## src/rtl/cc_cap_pkg.sv

```systemverilog
package cc_cap_pkg;
    typedef enum logic [1:0] {
        ST_IDLE   = 2'd0,
        ST_GATHER = 2'd1,
        ST_HOLD   = 2'd2
    } cap_state_t;
endpackage

```

## src/rtl/cc_line_gate.sv

```systemverilog
module cc_line_gate #(
    parameter int LINE_W   = 10,
    parameter int CAP_LINE = 21,
    parameter int WIN_LO   = 19,
    parameter int WIN_HI   = 23
) (
    input  logic [LINE_W-1:0] line_num,
    input  logic              field_id,
    input  logic              field_sel,
    input  logic              wide_win,
    input  logic              acq_off,
    output logic              eligible
);
    logic in_line;

    always_comb begin
        if (wide_win) begin
            in_line = (line_num >= LINE_W'(WIN_LO)) && (line_num <= LINE_W'(WIN_HI));
        end else begin
            in_line = (line_num == LINE_W'(CAP_LINE));
        end
        eligible = in_line && (field_id == field_sel) && !acq_off;
    end
endmodule

```

## src/rtl/cc_bit_assembler.sv

```systemverilog
module cc_bit_assembler #(
    parameter int BYTE_W = 8
) (
    input  logic                  clk,
    input  logic                  rst_n,
    input  logic                  clr,
    input  logic                  shift_en,
    input  logic                  bit_in,
    output logic                  at_last,
    output logic [2*BYTE_W-1:0]   word_next
);
    localparam int TOTAL = 2 * BYTE_W;
    localparam int CW    = $clog2(TOTAL + 1);

    logic [TOTAL-1:0] shreg;
    logic [CW-1:0]    cnt;

    always_ff @(posedge clk or negedge rst_n) begin
        if (!rst_n) begin
            shreg <= '0;
            cnt   <= '0;
        end else if (clr) begin
            shreg <= '0;
            cnt   <= '0;
        end else if (shift_en && (cnt < CW'(TOTAL))) begin
            shreg <= {bit_in, shreg[TOTAL-1:1]};
            cnt   <= cnt + 1'b1;
        end
    end

    always_comb begin
        word_next = {bit_in, shreg[TOTAL-1:1]};
        at_last   = (cnt == CW'(TOTAL - 1));
    end


    cnt_bound_chk: assert property (@(posedge clk) disable iff (!rst_n)
        cnt <= CW'(TOTAL));
endmodule

```

## src/rtl/cc_parity_guard.sv

```systemverilog
module cc_parity_guard #(
    parameter int SHUT_LINES = 4
) (
    input  logic clk,
    input  logic rst_n,
    input  logic upd,
    input  logic bad_a,
    input  logic bad_b,
    output logic shutdown
);
    localparam int RW = $clog2(SHUT_LINES + 1);

    logic [RW-1:0] run_len;
    logic          shut_q;

    always_ff @(posedge clk or negedge rst_n) begin
        if (!rst_n) begin
            run_len <= '0;
            shut_q  <= 1'b0;
        end else if (upd) begin
            if (bad_a && bad_b) begin
                if (run_len != RW'(SHUT_LINES)) begin
                    run_len <= run_len + 1'b1;
                end
                if (run_len == RW'(SHUT_LINES - 1)) begin
                    shut_q <= 1'b1;
                end
            end else begin
                run_len <= '0;
                if (!bad_a && !bad_b) begin
                    shut_q <= 1'b0;
                end
            end
        end
    end

    assign shutdown = shut_q;


    shut_set_chk: assert property (@(posedge clk) disable iff (!rst_n)
        $rose(shutdown) |-> $past(upd && bad_a && bad_b));


    shut_clear_chk: assert property (@(posedge clk) disable iff (!rst_n)
        (upd && !bad_a && !bad_b) |=> !shutdown);
endmodule

```

## src/rtl/cc_line_capture.sv

```systemverilog
module cc_line_capture
    import cc_cap_pkg::*;
#(
    parameter int LINE_W     = 10,
    parameter int BYTE_W     = 8,
    parameter int CAP_LINE   = 21,
    parameter int WIN_LO     = 19,
    parameter int WIN_HI     = 23,
    parameter int SHUT_LINES = 4
) (
    input  logic              clk,
    input  logic              rst_n,
    input  logic              field_id,
    input  logic [LINE_W-1:0] line_num,
    input  logic              line_start,
    input  logic              line_end,
    input  logic              bit_vld,
    input  logic              bit_val,
    input  logic              field_sel,
    input  logic              wide_win,
    input  logic              acq_off,
    output logic [BYTE_W-2:0] char_a,
    output logic [BYTE_W-2:0] char_b,
    output logic              perr_a,
    output logic              perr_b,
    output logic              field_tag,
    output logic              ext_data,
    output logic              new_data,
    output logic              shutdown
);
    localparam int TOTAL = 2 * BYTE_W;

    cap_state_t        st, nxt;
    logic              gate_ok;
    logic              clr_asm, shift_en, cap;
    logic              at_last;
    logic [TOTAL-1:0]  word_next;
    logic              line_field;
    logic              bad_a_n, bad_b_n;

    cc_line_gate #(
        .LINE_W(LINE_W), .CAP_LINE(CAP_LINE), .WIN_LO(WIN_LO), .WIN_HI(WIN_HI)
    ) gate_i (
        .line_num(line_num), .field_id(field_id), .field_sel(field_sel),
        .wide_win(wide_win), .acq_off(acq_off), .eligible(gate_ok)
    );

    cc_bit_assembler #(.BYTE_W(BYTE_W)) asm_i (
        .clk(clk), .rst_n(rst_n), .clr(clr_asm), .shift_en(shift_en),
        .bit_in(bit_val), .at_last(at_last), .word_next(word_next)
    );

    assign bad_a_n = ~(^word_next[BYTE_W-1:0]);
    assign bad_b_n = ~(^word_next[TOTAL-1:BYTE_W]);

    cc_parity_guard #(.SHUT_LINES(SHUT_LINES)) guard_i (
        .clk(clk), .rst_n(rst_n), .upd(cap), .bad_a(bad_a_n), .bad_b(bad_b_n),
        .shutdown(shutdown)
    );

    // state register
    always_ff @(posedge clk or negedge rst_n) begin
        if (!rst_n) st <= ST_IDLE;
        else        st <= nxt;
    end

    // next state and control
    always_comb begin
        nxt      = st;
        clr_asm  = 1'b0;
        shift_en = 1'b0;
        cap      = 1'b0;
        unique case (st)
            ST_IDLE: begin
                clr_asm = 1'b1;
                if (line_start && gate_ok) nxt = ST_GATHER;
            end
            ST_GATHER: begin
                if (acq_off) begin
                    nxt = ST_IDLE;
                end else begin
                    shift_en = bit_vld;
                    if (bit_vld && at_last) begin
                        cap = 1'b1;
                        nxt = line_end ? ST_IDLE : ST_HOLD;
                    end else if (line_end) begin
                        nxt = ST_IDLE;
                    end
                end
            end
            ST_HOLD: begin
                if (line_end) nxt = ST_IDLE;
            end
            default: nxt = ST_IDLE;
        endcase
    end

    // outputs
    always_ff @(posedge clk or negedge rst_n) begin
        if (!rst_n) begin
            line_field <= 1'b0;
            char_a     <= '0;
            char_b     <= '0;
            perr_a     <= 1'b0;
            perr_b     <= 1'b0;
            field_tag  <= 1'b0;
            ext_data   <= 1'b0;
            new_data   <= 1'b0;
        end else begin
            new_data <= cap;
            if (st == ST_IDLE && line_start) line_field <= field_id;
            if (cap) begin
                char_a    <= word_next[BYTE_W-2:0];
                char_b    <= word_next[TOTAL-2:BYTE_W];
                perr_a    <= bad_a_n;
                perr_b    <= bad_b_n;
                field_tag <= line_field;
                ext_data  <= line_field;
            end
        end
    end


    acq_block_chk: assert property (@(posedge clk) disable iff (!rst_n)
        acq_off |=> !new_data);


    pulse_len_chk: assert property (@(posedge clk) disable iff (!rst_n)
        new_data |=> !new_data);
endmodule

```

## config.mk

```make
export PLATFORM = sky130hd
export DESIGN_NAME = cc_line_capture
export DESIGN_NICKNAME = d
export VERILOG_FILES = /design/src/rtl/cc_cap_pkg.sv /design/src/rtl/cc_line_gate.sv /design/src/rtl/cc_bit_assembler.sv /design/src/rtl/cc_parity_guard.sv /design/src/rtl/cc_line_capture.sv
export SDC_FILE = /design/constraint.sdc
export NUM_CORES = 1
export LEC_CHECK = 0
export ABC_AREA = 0
export BUFFER_PORTS_ARGS = -buffer_cell sky130_fd_sc_hd__buf_4
export CAP_MARGIN = 5
export CELL_PAD_IN_SITES_DETAIL_PLACEMENT = 0
export CELL_PAD_IN_SITES_GLOBAL_PLACEMENT = 1
export CORE_AREA = 2 2 78 80
export CTS_BUF_LIST = sky130_fd_sc_hd__clkbuf_16
export CTS_CLUSTER_SIZE = 24
export DETAILED_ROUTE_END_ITERATION = 10
export DIE_AREA = 0 0 80 82
export PLACE_DENSITY_LB_ADDON = 0.1
export SETUP_SLACK_MARGIN = 0.02
export SYNTH_ARGS = -nofsm -noshare
export SYNTH_HDL_FRONTEND = slang
export SYNTH_SLANG_ARGS = --single-unit
```

## constraint.sdc

```tcl
create_clock -name clk -period 1.5 [get_ports clk]
set_input_delay 0.45 -clock clk [delete_from_list [all_inputs] [get_ports clk]]
set_output_delay 0.45 -clock clk [all_outputs]
set_load 0.1 [all_outputs]
```

==> results by stage, run 1 <==
Global routing:
- The first-pass GRT wire length is 7690 µm.
- Entering global routing, the biggest net connects 28 pins.
- After global routing, the most crowded layer is met2.
- The met3 capacity usage during global routing is 0.0330.
- The met1 usage is 0.200.
- The number of antenna violations at the first check in global routing is 0.
- The via count of the first global-routing pass is 1604.
- For this run, global-route usage on met2 was measured as 0.248.
- The global router's overall resource usage is 0.154.
- The leftover overflow at the end of global routing is 0.

STA:
- The worst setup slack after layout is -0.100 ns.
- Hold is met by 0.0467 ns.
- The post-route setup TNS is -0.190 ns.
- The routed design could run at a clock period as short as 1.60 ns.
- The maximum clock rate is 0.625 GHz.
- Measured against its own limit, the worst slew margin works out to 0.802.
- Setup repair after global routing could not meet its margin everywhere.
- The number of endpoints with negative hold slack in the final report was 0.
- Of the available clock period, the critical path in the final layout requires 1.07.
- The final worst clock skew is 0.00431 ns.
- For the pin with the worst max-slew slack, the measured transition is 0.297 ns.
- The count of final max-slew check failures was 0.
- The setup violation total in the final timing report is 4.

Power and ir drop:
- The power per cell area is 751 mW/mm².
- The peak ir drop on the vdd network is 0.000452 V.
- For this design the static power due to leakage is 1.55 nW.

Synthesis:
- The dominant synthesized flop cell is sky130_fd_sc_hd__dfrtp_1.
- Synthesis inferred 45 register bits.
- The top cell type's share of synthesized area is 0.540.
- The mean instance size in the synthesized netlist is 10.3 µm².
- The number of different library cells used by synthesis comes to 33.
- The sequential fraction of the synthesis area is 0.540.
- The mapped netlist covers 0.00208 mm².
- Counting every net in the synthesized netlist gives 228.
- The most repeated cell in the gate-level netlist after synthesis is sky130_fd_sc_hd__nand2_1.
- In this run, synthesis inferred 0 flip-flops with an integrated enable.
- The count of yosys warnings during synthesis is 0.
- The biggest area contributor in the post-synthesis netlist is sky130_fd_sc_hd__dfrtp_1.
- Counting flops with an async set or reset pin after synthesis yields a share of 1.00.
- By area the synthesized netlist is led by sky130_fd_sc_hd__dfrtp_1 54%, sky130_fd_sc_hd__nand2_1 9.4%, sky130_fd_sc_hd__mux2i_1 7.7%.
- The commonest cells after synthesis are 52 x sky130_fd_sc_hd__nand2_1, 45 x sky130_fd_sc_hd__dfrtp_1, 22 x sky130_fd_sc_hd__nor2_1.
- The instance count of the mapped netlist is 203.

Routing:
- Once detail routing completed, the nets flagged for antenna violations numbered 0.
- For this block, the via count after detailed routing is 1660.
- The detailed-routing iteration count for the pre-antenna-repair pass is 4.
- The violation count after the first detailed-routing iteration is 48.
- Dividing the detail-routed via count by the number of cells gives 4.62.
- In the final routed layout, each cell accounts on average for 13.1 µm.
- For this run, design rule violations remaining after detail routing come to 0.
- The post-detailed-routing wire length is 4710 µm.

Setup path:
- The reg-to-reg critical path endpoint is guard_i.run_len[2].
- Measured in cells, the most critical reg-to-reg path has a length of 6.
- The kind of end point of the critical path is a flop.
- The category of the worst setup path launch point is a flop.
- The critical path is of the reg2reg type.
- The worst path arrival time is 1.77 ns.
- The worst reg2reg path startpoint is asm_i.shreg[2].
- Across all register-to-register paths, the minimum setup slack is -0.10 ns.
- STA puts the critical path data required time at 1.67 ns.
- Along the worst path, the maximum fanout reaches 6.

Clocking:
- The clock passes through at most 2 buffers.
- The clock drives 45 sinks.
- The root buffer selected by CTS is sky130_fd_sc_hd__clkbuf_16.
- The depth of the CTS H-tree is 2.
- Clock-pin slew was measured on the worst setup and hold paths at 0.06 ns.
- The number of buffers added by the clock tree synthesis step is 5.
- The clock tree from TritonCTS is done.
- The clock reaches the later pin of the worst-skew pair after 0.29 ns.

Cells and area:
- Relative to the synthesized area, the layout overhead comes to 51.7%.
- In the final layout, the share of cells above drive strength 1 is 0.465.
- With fillers left out, the area of the finished cells amounts to 0.00316 mm².
- The final cell utilization of the core is 0.550.
- The number of inserted diodes is 0.
- In the final design database the tool counted 308 nets.

Status:
- The run finished, with violations left.
- The final reports fail on setup timing.

Floorplanning:
- 40 I/O pins were placed.
- The core box area is 0.00575 mm².
- The initialized floorplan defines 28 standard-cell rows.
- Measured along the x axis, the die boundary spans 80 µm.
- For this configuration, the core starts out at a cell density of 0.363.
- The vertical die dimension is 82 µm.
- The die area is 0.00656 mm².

Place:
- Before CTS, the worst setup slack after placement is -0.265 ns.
- After detailed placement, the total cell area comes to 0.00275 mm².
- Routability-driven placement finished with a final weighted congestion of 0.702.
- The count of buffers added on input and output ports is 39.
- The placed wire-length estimate is 3160 µm.

Min path:
- The path category of the worst min-delay check is in2async.

Job:
- The count of max-cap constraint violations is 0.
-- worst max-delay path, stage by stage (launching register included) --
cell and delay (ns):
sky130_fd_sc_hd__dfrtp_1 0.41, sky130_fd_sc_hd__xor2_2 0.20, sky130_fd_sc_hd__xnor2_1 0.13, sky130_fd_sc_hd__buf_4 0.16
sky130_fd_sc_hd__xnor2_4 0.22, sky130_fd_sc_hd__nor3_2 0.07, sky130_fd_sc_hd__a221o_1 0.29
-- area by class of cell --
type	instances	area (µm²)
clock buffer	5	125
fill	523	2580
clock inverter	3	12.5
sequential	45	1130
timing repair buffer	82	708
inverter	7	33.8
tap	75	93.8
multi-input combinational	142	1060
-- timing repair --
item | in CTS | in global routing
hold buffers | 0 | 0
gates cloned | 2 | 1
gates resized for setup | 25 | 25
setup endpoints to repair | 36 | 38
buffers inserted | 3 | 4
pin swaps | 12 | 16
-- per-stage QoR --
| step | instances | power [mW] |
|---|---|---|
| 2_1_floorplan | 203 | 1.26 |
| 3_3_place_gp | 343 | 1.35 |
| 3_5_place_dp | 343 | 1.35 |
| 4_1_cts | 354 | 2.40 |
| 5_1_grt | 359 | 2.46 |
| 6_report | 359 | 2.37 |
-- routing by layer --
| layer | share of wire | vias to the layer above | routed length, µm |
|---|---|---|---|
| li1 | - | 822 | - |
| met1 | 0.45 | 796 | 2140 |
| met2 | 0.48 | 34 | 2260 |
| met3 | 0.049 | 8 | 231 |
| met4 | 0.017 | 0 | 82 |
| met5 | 0 | - | 0 |
-- worst max path at each step --
stage | startpoint | to | slack [ns] | cells after the start
after CTS | asm_i.shreg[2] | guard_i.run_len[2] | -0.11 | 6
after floorplan | bit_val | guard_i.run_len[2] | -0.05 | 5
after detailed placement | bit_val | guard_i.run_len[2] | -0.27 | 6
after global routing | asm_i.shreg[2] | guard_i.run_len[2] | -0.16 | 6
after global placement | bit_val | guard_i.run_len[2] | -0.25 | 6
final | asm_i.shreg[2] | guard_i.run_len[2] | -0.10 | 6
-- report_power, final --
part | total, mW | switching (mW) | internal, mW
clock | 1.04 | 0.441 | 0.602
combinational | 0.112 | 0.0508 | 0.0613
sequential | 1.22 | 0.00159 | 1.22
-- sequential cells by signal, indices dropped and copies added (netlist names) --
register	flops
asm_i.shreg	15
char_a	7
char_b	7
asm_i.cnt	5
guard_i.run_len	3
st	2
ext_data	1
guard_i.shutdown	1
line_field	1
new_data	1
perr_a	1
perr_b	1
-- cells in the final DEF (no fill, tap or decap), types with 2 or more instances in the layout --
master,instances
sky130_fd_sc_hd__a21oi_1,2
sky130_fd_sc_hd__and3_4,2
sky130_fd_sc_hd__buf_12,2
sky130_fd_sc_hd__buf_4,71
sky130_fd_sc_hd__buf_6,6
sky130_fd_sc_hd__clkbuf_16,6
sky130_fd_sc_hd__clkinv_1,2
sky130_fd_sc_hd__dfrtp_1,44
sky130_fd_sc_hd__ha_1,3
sky130_fd_sc_hd__inv_1,6
sky130_fd_sc_hd__mux2_2,2
sky130_fd_sc_hd__mux2i_1,16
sky130_fd_sc_hd__nand2_1,32
sky130_fd_sc_hd__nand2_2,17
sky130_fd_sc_hd__nand2_4,3
sky130_fd_sc_hd__nand2b_1,2
sky130_fd_sc_hd__nor2_1,22
sky130_fd_sc_hd__nor3_1,2
sky130_fd_sc_hd__nor4_1,2
sky130_fd_sc_hd__o31ai_2,2
sky130_fd_sc_hd__xnor2_1,7
sky130_fd_sc_hd__xnor2_2,5
sky130_fd_sc_hd__xor2_1,4
-- kinds of logic (layout without fill, tap and decap cells) --
kind of cell	Yosys count	count (layout)	share of synthesized area
buf+inv	16	97	0.0372
mux	18	18	0.0876
flops	45	45	0.540
xor+xnor	18	18	0.0828
compound gates	12	12	0.0438
fa+ha+maj	5	5	0.0300
simple gates	89	89	0.178
Power figures use the tool's default switching activity.
==> run 2, diff against run 1 <==
--- a/config.mk
+++ b/config.mk
@@ -10,11 +10,11 @@
 export CAP_MARGIN = 5
 export CELL_PAD_IN_SITES_DETAIL_PLACEMENT = 0
 export CELL_PAD_IN_SITES_GLOBAL_PLACEMENT = 1
-export CORE_AREA = 2 2 78 80
+export CORE_AREA = 8 8 87 89
 export CTS_BUF_LIST = sky130_fd_sc_hd__clkbuf_16
 export CTS_CLUSTER_SIZE = 24
 export DETAILED_ROUTE_END_ITERATION = 10
-export DIE_AREA = 0 0 80 82
+export DIE_AREA = 0 0 95 97
 export PLACE_DENSITY_LB_ADDON = 0.1
 export SETUP_SLACK_MARGIN = 0.02
 export SYNTH_ARGS = -nofsm -noshare
==> run 2 against run 1 <==
- final cell count is 0.28% lower
- hold slack worse by 0.019 ns
- the run still ends with setup timing left
- clock skew barely moved
- sequential share of layout area rose by 0.33 points
- clock power hardly changed
- sequential cell count is the same
- final area shrank 0.91%
==> results by stage, run 2 (synthesis results as in run 1) <==
Clocking:
- The depth of the CTS H-tree was 2 (unchanged).
- The clock latency of the later-clocked register in the worst-skew pair is 0.28 ns (about the same).
- The clock tree from TritonCTS is done.
- The maximum clock path buffer count is 2 (unchanged).
- The total number of clock tree sinks was 45 (unchanged).
- The register clock-pin slew on the reported worst setup and hold paths is 0.06 ns (about the same).
- The number of buffers added by the clock tree synthesis step is 5 (unchanged).
- The root buffer selected by CTS is sky130_fd_sc_hd__clkbuf_16.

Cells and area:
- In the layout the commonest cells are 71 x sky130_fd_sc_hd__buf_4, 49 x sky130_fd_sc_hd__nand2_1, 44 x sky130_fd_sc_hd__dfrtp_1, 22 x sky130_fd_sc_hd__nor2_1, 16 x sky130_fd_sc_hd__mux2i_1.
- The number of flip-flops in the largest register was 15 (unchanged).
- The fraction of final layout cells with drive strength greater than 1 came to 0.423 (-0.0413).
- Compared with the post-synthesis result, the final layout area differs by 50.3%.
- Leaving out fill and tap cells, the most frequent cell in the layout is sky130_fd_sc_hd__buf_4.
- The largest registers in the layout are asm_i.shreg: 15 flops, char_a: 7 flops, char_b: 7 flops.
- More flip-flops sit in one register than any other, and that register is asm_i.shreg.
- The number of inserted diodes came to 0 (unchanged).
- The number of nets in the layout is 306 (-0.65%).
- The final standard cell count with taps included and fillers excluded is 358 (-0.28%).

Place:
- The last weighted congestion value of the routability-driven placer is 0.727 (+3.7%).
- The placed wire-length estimate is 3280 µm (+3.9%).
- The number of placed cells counting well taps is 347 (+1.2%).
- The count of port buffers added during placement came to 39 (unchanged).

Power and ir drop:
- The power per cell area is 758 mW/mm² (+0.98%).
- The power dissipated by switching net loads is 495 µW (+0.29%).
- The fraction of power consumed by the clock network is 0.440 (about the same).
- The total power consumption of the routed design came to 2.38 mW (about the same).
- The register share of total power is 0.513 (about the same).
- The proportion of total power due to net switching is 0.208 (+0.000474).
- The combinational share of power was 0.047 (about the same).
- The peak ir drop on the vdd network came to 0.000417 V (-7.9%).
- The leakage power figure came to 1.51 nW (-2.8%).
- The internal power was 1.88 mW (about the same).

STA:
- The setup violation total in the final timing report came to 3 (-1).
- The headroom to the max-slew limit is 0.798 (-0.00377).
- The number of endpoints with negative hold slack in the final report is 0 (unchanged).
- The slew at the pin closest to its max-slew limit came to 0.300 ns (+0.00289 ns).
- The share of the clock period used by the worst path after layout is 1.03 (-0.0339).
- The final worst clock skew came to 0.00472 ns (+0.000416 ns).
- The worst setup slack after layout came to -0.0495 ns (+0.0509 ns).
- The maximum clock rate is 0.645 GHz (+3.3%).
- Setup repair after global routing could not meet its margin everywhere.
- The shortest clock period the worst path allows after layout is 1.55 ns (-0.0509 ns).
- The count of final max-slew check failures is 0 (unchanged).

Floorplanning:
- The number of placement rows is 29 (+3.6%).
- The starting density of the core is 0.336 (-0.0269).
- The die area is 0.00922 mm² (+40%).
- The vertical die dimension is 97 µm (+18%).
- The horizontal die dimension was 95 µm (+19%).
- The boundary pin count came to 40 (unchanged).
- The core box area is 0.00620 mm² (+8.0%).

Routing:
- The post-detailed-routing wire length came to 4750 µm (+0.83%).
- The violation count after the first detailed-routing iteration is 40 (-17%).
- After detailed routing, no signal wire sits above met4.
- The number of nets still failing antenna checks after routing came to 0 (unchanged).
- The total length of routed met2 wires was 2230 µm (-1.5%).
- The DRC violation count after routing is 0 (unchanged).
- The total routed wire length on the met1 layer is 2130 µm (-0.14%).
- The post-detailed-route via-to-cell ratio is 4.55 (-1.7%).
- The per-cell routed wire length is 13.3 µm (+1.1%).
- The detailed-routing iteration count for the pre-antenna-repair pass is 2 (-2).
- The via count is 1628 (-1.9%).
- The routed wire length on met3 is 340 µm (+47%).

Setup path:
- The kind of end point of the critical path is a flop.
- The worst path arrival time is 1.72 ns (-0.05 ns).
- STA classifies the critical path startpoint as a flop.
- The worst endpoint required time came to 1.67 ns (about the same).
- The largest fanout of any net on the critical path is 6 (unchanged).
- The type of the worst setup path is reg2reg.

Global routing:
- The first-pass GRT wire length is 7800 µm (+1.4%).
- The leftover overflow at the end of global routing is 0 (unchanged).
- The number of antenna violations at the first check in global routing is 0 (unchanged).
- The global router's overall resource usage is 0.103 (-0.0505).
- The via count of the first global-routing pass is 1712 (+6.7%).
- The pin count of the biggest net entering global routing was 31 (+11%).

Min path:
- The path category of the worst min-delay check is in2async.

Job:
- The count of max-cap constraint violations was 0 (unchanged).

Status:
- The checks that failed: setup timing.
- The run finished, with violations left.
## run 2: area by class of cell
class,instances,area (µm²)
Clock buffer,5,125
Sequential cell,45,1130
Inverter,7,33.8
Multi-Input combinational cell,142,1050
Clock inverter,2,11.3
Timing Repair Buffer,80,692
Fill cell,606,3070
Tap cell,77,96.3
## run 2: repair_timing
| item | in CTS | in global routing |
|---|---|---|
| hold buffers | 0 | 0 |
| setup buffers | 1 | 2 |
| pin swaps | 7 | 7 |
| gates cloned | 0 | 2 |
| setup endpoints to repair | 35 | 38 |
| resized for setup | 13 | 21 |
## run 2: worst paths after layout
| kind | from | endpoint | slack, ns | cells past startpoint |
|---|---|---|---|---|
| hold reg to reg | char_a[6] | char_a[6] | 0.47 | 2 |
| setup reg to reg | asm_i.shreg[8] | guard_i.run_len[2] | -0.05 | 5 |
| hold / removal | rst_n | guard_i.run_len[0] | 0.03 | 1 |
| min in group clk | line_end | st[1] | 0.33 | 2 |
| max in group asynchronous | rst_n | st[0] | 1.04 | 2 |
| setup / recovery | asm_i.shreg[8] | guard_i.run_len[2] | -0.05 | 5 |
## run 2: power groups by stage
stage / sequential, mW / clock [mW] / combinational (mW)
after global routing: 1.22 / 1.13 / 0.125
after global placement: 1.24 / 0 / 0.112
after CTS: 1.22 / 1.09 / 0.114
after detailed placement: 1.24 / 0 / 0.113
after floorplan: 1.24 / 0 / 0.0246
final: 1.22 / 1.05 / 0.112
## run 2: per-stage QoR
stage,utilization,worst slack (ns),cell area (µm²),hold slack (ns),setup TNS (ns)
CTS,0.480,-0.0392,2980,0.0339,-0.0729
detailed placement,0.445,-0.259,2760,0.338,-4.75
finish,0.505,-0.0495,3130,0.0273,-0.0898
global placement,0.445,-0.235,2760,0.336,-4.53
global route,0.505,-0.120,3130,0.0370,-0.562
floorplan,-,-0.0520,2150,0.154,-0.265
## run 2: per-layer routing
layer | track usage | up-vias
met4 | 0.0325 | 0
met2 | 0.161 | 33
met5 | 0 | -
met3 | 0.0348 | 8
li1 | - | 818
met1 | 0.130 | 769
## run 2: critical path, cell delays in order (launching register included)
cell                      delay (ns)
sky130_fd_sc_hd__dfrtp_1        0.39
sky130_fd_sc_hd__xnor2_1        0.26
sky130_fd_sc_hd__xnor2_2        0.14
sky130_fd_sc_hd__xnor2_4        0.28
sky130_fd_sc_hd__nor3_2         0.07
sky130_fd_sc_hd__a221o_1        0.29
